--- src/rtl/flash_sr_pkg.sv ---
package flash_sr_pkg;

  localparam int SR_W    = 8;
  localparam int PROT_W  = 3;
  localparam int OP_KNDS = 4;

  localparam logic [PROT_W-1:0] PROT_RESET = '1;

  typedef struct packed {
    logic              lock;
    logic [1:0]        rsvd;
    logic [PROT_W-1:0] prot;
    logic              wel;
    logic              busy;
  } status_t;

endpackage

--- src/rtl/sr_run_tracker.sv ---
module sr_run_tracker #(
  parameter int NUM_OPS = 4
) (
  input  logic               clk,
  input  logic               rst_n,
  input  logic [NUM_OPS-1:0] op_start_i,
  input  logic [NUM_OPS-1:0] op_done_i,
  input  logic               grant_i,
  input  logic               seq_busy_i,
  output logic               busy_o
);

  logic [NUM_OPS-1:0] run_q, run_d, run_en, pick;
  logic               accept;

  assign accept = (|op_start_i) & grant_i;

  // lowest index start wins
  always_comb begin
    pick = '0;
    for (int i = 0; i < NUM_OPS; i++) begin
      if (op_start_i[i] && (pick == '0)) pick[i] = 1'b1;
    end
  end

  for (genvar g = 0; g < NUM_OPS; g++) begin : g_run
    logic set_g, clr_g;
    assign set_g = accept & pick[g];
    assign clr_g = op_done_i[g];
    always_comb begin
      run_en[g] = set_g | clr_g;
      run_d[g]  = set_g;
    end
  end

  always_ff @(posedge clk or negedge rst_n) begin
    if (!rst_n) begin
      run_q <= '0;
    end else begin
      for (int i = 0; i < NUM_OPS; i++) begin
        if (run_en[i]) run_q[i] <= run_d[i];
      end
    end
  end

  assign busy_o = (|run_q) | seq_busy_i;

  AST_RUN_ONEHOT: assert property (@(posedge clk) disable iff (!rst_n)
    $onehot0(run_q));

  AST_START_SETS_BUSY: assert property (@(posedge clk) disable iff (!rst_n)
    accept |=> busy_o);

endmodule

--- src/rtl/sr_wel_latch.sv ---
module sr_wel_latch (
  input  logic clk,
  input  logic rst_n,
  input  logic wren_i,
  input  logic wrdi_i,
  input  logic wrsr_ok_i,
  input  logic any_done_i,
  input  logic busy_i,
  output logic wel_o
);

  logic wel_q, wel_d, wel_en;
  logic clr, set;

  always_comb begin
    clr    = any_done_i | (wrdi_i & ~busy_i) | wrsr_ok_i;
    set    = wren_i & ~busy_i;
    wel_en = clr | set;
    wel_d  = ~clr;
  end

  always_ff @(posedge clk or negedge rst_n) begin
    if (!rst_n)      wel_q <= 1'b0;
    else if (wel_en) wel_q <= wel_d;
  end

  assign wel_o = wel_q;

  AST_WEL_RISE_NEEDS_WREN: assert property (@(posedge clk) disable iff (!rst_n)
    $rose(wel_q) |-> $past(wren_i && !busy_i));

  AST_WEL_DONE_CLEARS: assert property (@(posedge clk) disable iff (!rst_n)
    any_done_i |=> !wel_q);

  AST_WEL_BUSY_WRDI_HOLD: assert property (@(posedge clk) disable iff (!rst_n)
    (busy_i && wrdi_i && !any_done_i) |=> $stable(wel_q));

endmodule

--- src/rtl/sr_protect.sv ---
module sr_protect
  import flash_sr_pkg::*;
(
  input  logic              clk,
  input  logic              rst_n,
  input  logic              wrsr_ok_i,
  input  logic [SR_W-1:0]   wdata_i,
  output logic [PROT_W-1:0] prot_o,
  output logic              lock_o
);

  status_t            wfield;
  logic [PROT_W-1:0]  prot_q, prot_d;
  logic               lock_q, lock_d;
  logic               prot_en, lock_en;

  assign wfield = status_t'(wdata_i);

  always_comb begin
    lock_en = wrsr_ok_i;
    lock_d  = wfield.lock;
    prot_en = wrsr_ok_i & ~lock_q;
    prot_d  = wfield.prot;
  end

  always_ff @(posedge clk or negedge rst_n) begin
    if (!rst_n) begin
      prot_q <= PROT_RESET;
      lock_q <= 1'b0;
    end else begin
      if (prot_en) prot_q <= prot_d;
      if (lock_en) lock_q <= lock_d;
    end
  end

  assign prot_o = prot_q;
  assign lock_o = lock_q;

  AST_PROT_LOCK_HOLD: assert property (@(posedge clk) disable iff (!rst_n)
    lock_q |=> $stable(prot_q));

  AST_PROT_IDLE_HOLD: assert property (@(posedge clk) disable iff (!rst_n)
    !wrsr_ok_i |=> $stable({lock_q, prot_q}));

endmodule

--- src/rtl/flash_status_reg.sv ---
module flash_status_reg
  import flash_sr_pkg::*;
#(
  parameter int NUM_OPS = OP_KNDS
) (
  input  logic               clk,
  input  logic               rst_n,
  input  logic               cmd_wr_en,
  input  logic               cmd_wr_dis,
  input  logic               cmd_sr_write,
  input  logic [SR_W-1:0]    sr_wdata,
  input  logic [NUM_OPS-1:0] op_start,
  input  logic [NUM_OPS-1:0] op_done,
  input  logic               seq_busy,
  output logic [SR_W-1:0]    status_byte,
  output logic               op_grant
);

  logic              busy, wel, lock, wrsr_ok;
  logic [PROT_W-1:0] prot;
  status_t           sr;

  assign wrsr_ok  = cmd_sr_write & ~busy;
  assign op_grant = wel & ~busy;

  sr_run_tracker #(.NUM_OPS(NUM_OPS)) u_run (
    .clk        (clk),
    .rst_n      (rst_n),
    .op_start_i (op_start),
    .op_done_i  (op_done),
    .grant_i    (op_grant),
    .seq_busy_i (seq_busy),
    .busy_o     (busy)
  );

  sr_wel_latch u_wel (
    .clk        (clk),
    .rst_n      (rst_n),
    .wren_i     (cmd_wr_en),
    .wrdi_i     (cmd_wr_dis),
    .wrsr_ok_i  (wrsr_ok),
    .any_done_i (|op_done),
    .busy_i     (busy),
    .wel_o      (wel)
  );

  sr_protect u_prot (
    .clk       (clk),
    .rst_n     (rst_n),
    .wrsr_ok_i (wrsr_ok),
    .wdata_i   (sr_wdata),
    .prot_o    (prot),
    .lock_o    (lock)
  );

  always_comb begin
    sr.lock = lock;
    sr.rsvd = '0;
    sr.prot = prot;
    sr.wel  = wel;
    sr.busy = busy;
  end

  assign status_byte = sr;

endmodule

--- config.mk ---
export PLATFORM = sky130hd
export DESIGN_NAME = flash_status_reg
export DESIGN_NICKNAME = d
export VERILOG_FILES = /design/src/rtl/flash_sr_pkg.sv /design/src/rtl/sr_run_tracker.sv /design/src/rtl/sr_wel_latch.sv /design/src/rtl/sr_protect.sv /design/src/rtl/flash_status_reg.sv
export SDC_FILE = /design/constraint.sdc
export NUM_CORES = 1
export LEC_CHECK = 0
export CAP_MARGIN = 20
export CORE_MARGIN = 2
export CORE_UTILIZATION = 36
export CTS_CLUSTER_SIZE = 40
export DETAILED_ROUTE_END_ITERATION = 16
export GPL_ROUTABILITY_DRIVEN = 1
export PLACE_DENSITY_LB_ADDON = 0.15
export SLEW_MARGIN = 10
export SYNTH_ARGS = -nofsm -noshare
export SYNTH_HDL_FRONTEND = slang
export SYNTH_HIERARCHICAL = 1
export SYNTH_SLANG_ARGS = --single-unit
--- constraint.sdc ---
create_clock -name clk -period 3.1 [get_ports clk]
set_clock_uncertainty 0.2 [all_clocks]
set_input_delay 0.31 -clock clk [delete_from_list [all_inputs] [get_ports clk]]
set_output_delay 0.31 -clock clk [all_outputs]
set_load 0.05 [all_outputs]
==> Word level (Yosys, flattened, before mapping) <==
Index checks and enable logic that the tools add are counted.
{ "word_totals": {"romBits": 0, "ram_bits": 0, "latch_bits": 0, "out_inout_bits": 9, "in_bits": 22, "register_bits": 9, "mem_count": 0} }
{ "op_classes": {"n_lt_le_gt_ge": 0, "reduce_logical": 8, "mux": 4, "shift": 0, "bitwise_logic": 22, "addsub": 0, "n_div": 0, "multipliers": 0, "eq_ne": 0} }
{ "ops": {"columns": ["cell", "count"], "rows": [
  ["4-bit OR reduction", 3],
  ["1-bit bitwise AND", 10],
  ["1-bit OR", 8],
  ["1-bit two-way mux", 4],
  ["1-bit NOT", 4],
  ["1-bit logical AND", 3],
  ["3-bit logical NOT", 1],
  ["2-bit logical NOT", 1]
]} }

==> Longest topological paths before layout <==
{ "depth": {"depth_word": 12, "mapped_depth": 5, "ltp_nobuf": 5} }

==> By module <==
The synthesis kept the hierarchy.
{ "modules_own_cells": {"columns": ["mod", "n_inst", "cells_each", "area_each_um2"], "rows": [
  ["sr_run_tracker", 1, 18, 182.7],
  ["sr_protect", 1, 9, 173.9],
  ["flash_status_reg", 1, 9, 61.3],
  ["sr_wel_latch", 1, 5, 50.0]
]} }

==> Least setup slack after synthesis <==
No wires, ideal clock.
{ "synth_timing": {"path_type": "reg-to-reg", "from": "reg u_run.run_q[0]", "to": "reg u_run.run_q[3]", "t_required_ns": 2.833, "path_stages_with_launch": 6, "path_slack_ns": 0.794, "arrival_time_ns": 2.039, "synth_period_minus_slack_ns": 2.306, "path_cell_list": "dfrtp_1 nor4_1 nand2_1 nor2b_1 nor3b_2 a32o_1"} }
{ "synth_between": {"elab_chain_len": 7} }
{ "synth_lines": {"columns": ["element", "line", "text"], "rows": [
  ["from (decl)", "sr_run_tracker.sv:13", "logic [NUM_OPS-1:0] run_q, run_d, run_en, pick;"],
  ["from (signal, indexed assignment)", "sr_run_tracker.sv:41", "if (run_en[i]) run_q[i] <= run_d[i];"],
  ["4-bit OR reduction *", "sr_run_tracker.sv:46", "assign busy_o = (|run_q) | seq_busy_i;"],
  ["1-bit OR *", "sr_run_tracker.sv:46", null],
  ["named net busy", "flash_status_reg.sv:19", "logic busy, wel, lock, wrsr_ok;"],
  ["1-bit NOT *", "flash_status_reg.sv:24", "assign op_grant = wel & ~busy;"],
  ["1-bit bitwise AND *", "flash_status_reg.sv:24", null],
  ["named net op_grant", "flash_status_reg.sv:16", "output logic op_grant"],
  ["1-bit bitwise AND *", "sr_run_tracker.sv:16", "assign accept = (|op_start_i) & grant_i;"],
  ["1-bit bitwise AND *", "sr_run_tracker.sv:28", "assign set_g = accept & pick[g];"],
  ["1-bit OR", "sr_run_tracker.sv:31", "run_en[g] = set_g | clr_g;"]
]} }
The timed path passes the listed nets; every way through them passes the cells marked *.
A chain may end at the register's enable or synchronous reset.

==> Worst setup path in the final report <==
{ "layout_timing": {"from": "reg u_run.run_q[0]", "to": "out op_grant"} }
{ "layout_between": {"elab_chain_len": 4} }
{ "layout_lines": {"columns": ["element", "line"], "rows": [
  ["4-bit OR reduction", "sr_run_tracker.sv:46"],
  ["1-bit OR", "sr_run_tracker.sv:46"],
  ["1-bit NOT", "flash_status_reg.sv:24"],
  ["1-bit bitwise AND", "flash_status_reg.sv:24"],
  ["to (decl)", "flash_status_reg.sv:16"]
]} }
Every way passes these cells.

==> summary.txt <==
Clock tree
  • Worst-case clock buffer depth: 2
  • Clock sink count: 9
  • Root Buffer: clkbuf_4
  • Clock transition at path regs: 0.06 ns
  • Worst-Skew Late Latency: 0.26 ns
  • CTS tree: yes
  • # Post-CTS Setup Buffers: 0
  • Cts repair resizes: 0
  • CTS Hold Bufs: 0
  • TritonCTS Buffers: 3
  • H-tree depth: 1

Global route
  • Initial antenna violation count: 0
  • Grt met1 use: 0.1748
  • Wire length of the first global-routing pass: 1.476 mm
  • Vias in the first global route: 360
  • Total congestion overflow: 0
  • GR peak layer: met2
  • Maximum number of pins on one net before global-route repair: 10
  • GR Layer Usage met2: 0.2218
  • GRT Overall Usage: 0.1440
  • GR Util met3: 0.03333

Placement
  • Placed insts: 75
  • Port Buf Inserts: 24
  • Final HPWL DP: 721 µm
  • GP Congestion: 0.6645
  • Post-place setup slack: 0.3572 ns

Cells and area
  • Layout cells sized above 1: 0.2000
  • Commonest non-fill, non-tap cells in the layout: clkdlybuf4s50_1 (24), dfrtp_1 (6), inv_1 (6)
  • Nets: 88
  • Inserted Diodes: 0
  • Post-route insts no fill: 79
  • Commonest non-fill, non-tap cell in the layout: clkdlybuf4s50_1
  • Final cell utilization of the core: 0.6212
  • P&R area growth vs syn: 53.48%

Timing
  • Max_slew headroom: 0.6664
  • Final min period: 2.745 ns
  • Max Fclk: 364.3 MHz
  • RSZ-0062 raised after global routing: false
  • Final worst setup slack: ~0.35 ns
  • Final setup fails: 0
  • Final TNS setup: 0 ns
  • Fin Hold WS: between 0.1 and 0.15 ns
  • Tcrit/Tclk final: 0.8856
  • Fin. Hold Viols: 0
  • Slew Limit Fails: 0
  • Worst Tran Pin Value: 0.4988 ns

Setup path
  • CP max-delay cell: clkdlybuf4s50_1
  • Reg2Reg Depth: 5
  • CP startpoint kind: register
  • Worst EP required: 2.59 ns
  • Crit path kind: register to primary output
  • Reg2reg setup slack: 1.16 ns
  • Worst R2R Start: u_run/run_q[0]
  • CP Max Fanout: 5
  • Critical Path End Type: primary output
  • Buf/Inv on CP: 1
  • Delay-heaviest family, CP: buffers and inverters
  • Worst endpoint data arrival time: 2.24 ns
  • Worst R2R End: u_prot/prot_o[0]
  • Crit-path cells: nor4_1, nand2_1, nor2b_1, clkdlybuf4s50_1
  • Crit path largest cell delay: 0.85 ns

Floorplan
  • Row count: 12
  • Ports: 31
  • Die Y: 40.06 µm
  • Die width: 40.06 µm
  • Die Area: 0.001604 mm²
  • Placeable Area: 0.001156 mm²
  • Starting density of the core: 0.4048

Logic synthesis
  • Avg Cell Area, Syn: 11.41 µm²
  • Synthesized flop and latch total: 9
  • Gate Count Post-Synth: 41
  • Ys Warns: 6
  • Cell Area, Synth: 467.9 µm²
  • Yosys cell types: 19
  • Largest cells by area after synthesis: dfrtp_1 (32%), dfstp_2 (17%), mux2_4 (9.6%)
  • Synth top area share: 0.3209
  • Register area share after synthesis: 0.4893
  • Yosys top cell by area: dfrtp_1

Pwr
  • PD cells: 524.4 mW/mm²
  • P_leak: 0.3123 nW
  • Worst vdd ir: around 0.00038 V

Routing
  • DR pass1 iterations: 3
  • DR vias: 363
  • DR vias/cell: 4.595
  • ANT nets after route: 0
  • Post-detailed-route wirelength per cell: 11.15 µm
  • Starting DRC count in detailed routing: 1
  • DRC violations left: 0
  • Drt total wl: between 800 and 900 µm

Worst hold path
  • Worst min path class: input port to asynchronous set/reset pin

Status
  • Status: finished, final reports clean

Flow run
  • Max-cap violations: 0
## metal layers
layer / routed length [µm] / up-vias / part of all wire
li1: - / 179 / -
met1: 391 / 169 / 0.44
met2: 421 / 15 / 0.48
met3: 68 / 0 / 0.077
met4: 0 / 0 / 0
met5: 0 / - / 0
## kinds of logic after synthesis
logic type	share of synthesized area
mux	0.1203
buf+inv	0.1283
other cells	0.008014
compound gates	0.08824
simple gates	0.1658
flops	0.4893
## worst max-delay path by stage
| stage | from | end | slack, ns | cells after the start |
|---|---|---|---|---|
| floorplan | u_run/run_q[0] | u_run/run_q[3] | 0.79 | 5 |
| global placement | seq_busy | op_grant | 0.40 | 5 |
| detailed placement | seq_busy | op_grant | 0.36 | 5 |
| CTS | u_run/run_q[0] | op_grant | 0.31 | 4 |
| global route | u_run/run_q[0] | op_grant | 0.17 | 4 |
| finish | u_run/run_q[0] | op_grant | 0.35 | 4 |
## final cells by class
class                           count  area [µm²]
Tap cell                           14       17.52
Fill cell                         105       437.9
Multi-Input combinational cell     22       182.7
Sequential cell                     9       229.0
Clock buffer                        4       26.28
Timing Repair Buffer               24       240.2
Inverter                            6       22.52
## synthesized netlist by cell type
| cell | instances |
|---|---|
| mux2_2 | 1 |
| nor3b_2 | 1 |
| nand2_1 | 2 |
| nor2b_4 | 1 |
| buf_4 | 5 |
| a32o_1 | 1 |
| nor2b_1 | 3 |
| nor4_1 | 1 |
| o221a_1 | 1 |
| inv_1 | 6 |
| o21ai_0 | 2 |
| dfstp_2 | 3 |
| nor2_1 | 1 |
| nand3b_1 | 1 |
| dfrtp_1 | 6 |
| or4_1 | 1 |
| a22o_2 | 1 |
| conb_1 | 1 |
| mux2_4 | 3 |
## sequential cells by signal, indices dropped and copies added (netlist names)
signal and count:
u_wel/wel_o 1, u_prot/prot_o 3, u_prot/lock_o 1, u_run/run_q 4
## where the power goes
group	switching [mW]	internal (mW)
Combinational	0.0767	0.0624
Sequential	0.00834	0.139
Clock	0.0403	0.0496
## per-stage QoR
step	instance area [µm²]	total power, mW
after floorplan	471.7	0.2410
after global placement	691.9	0.2891
after detailed placement	691.9	0.2888
after CTS	718.2	0.3814
after global routing	718.2	0.3943
final	718.2	0.3766
Note: power is estimated with default switching activity, not from simulation.
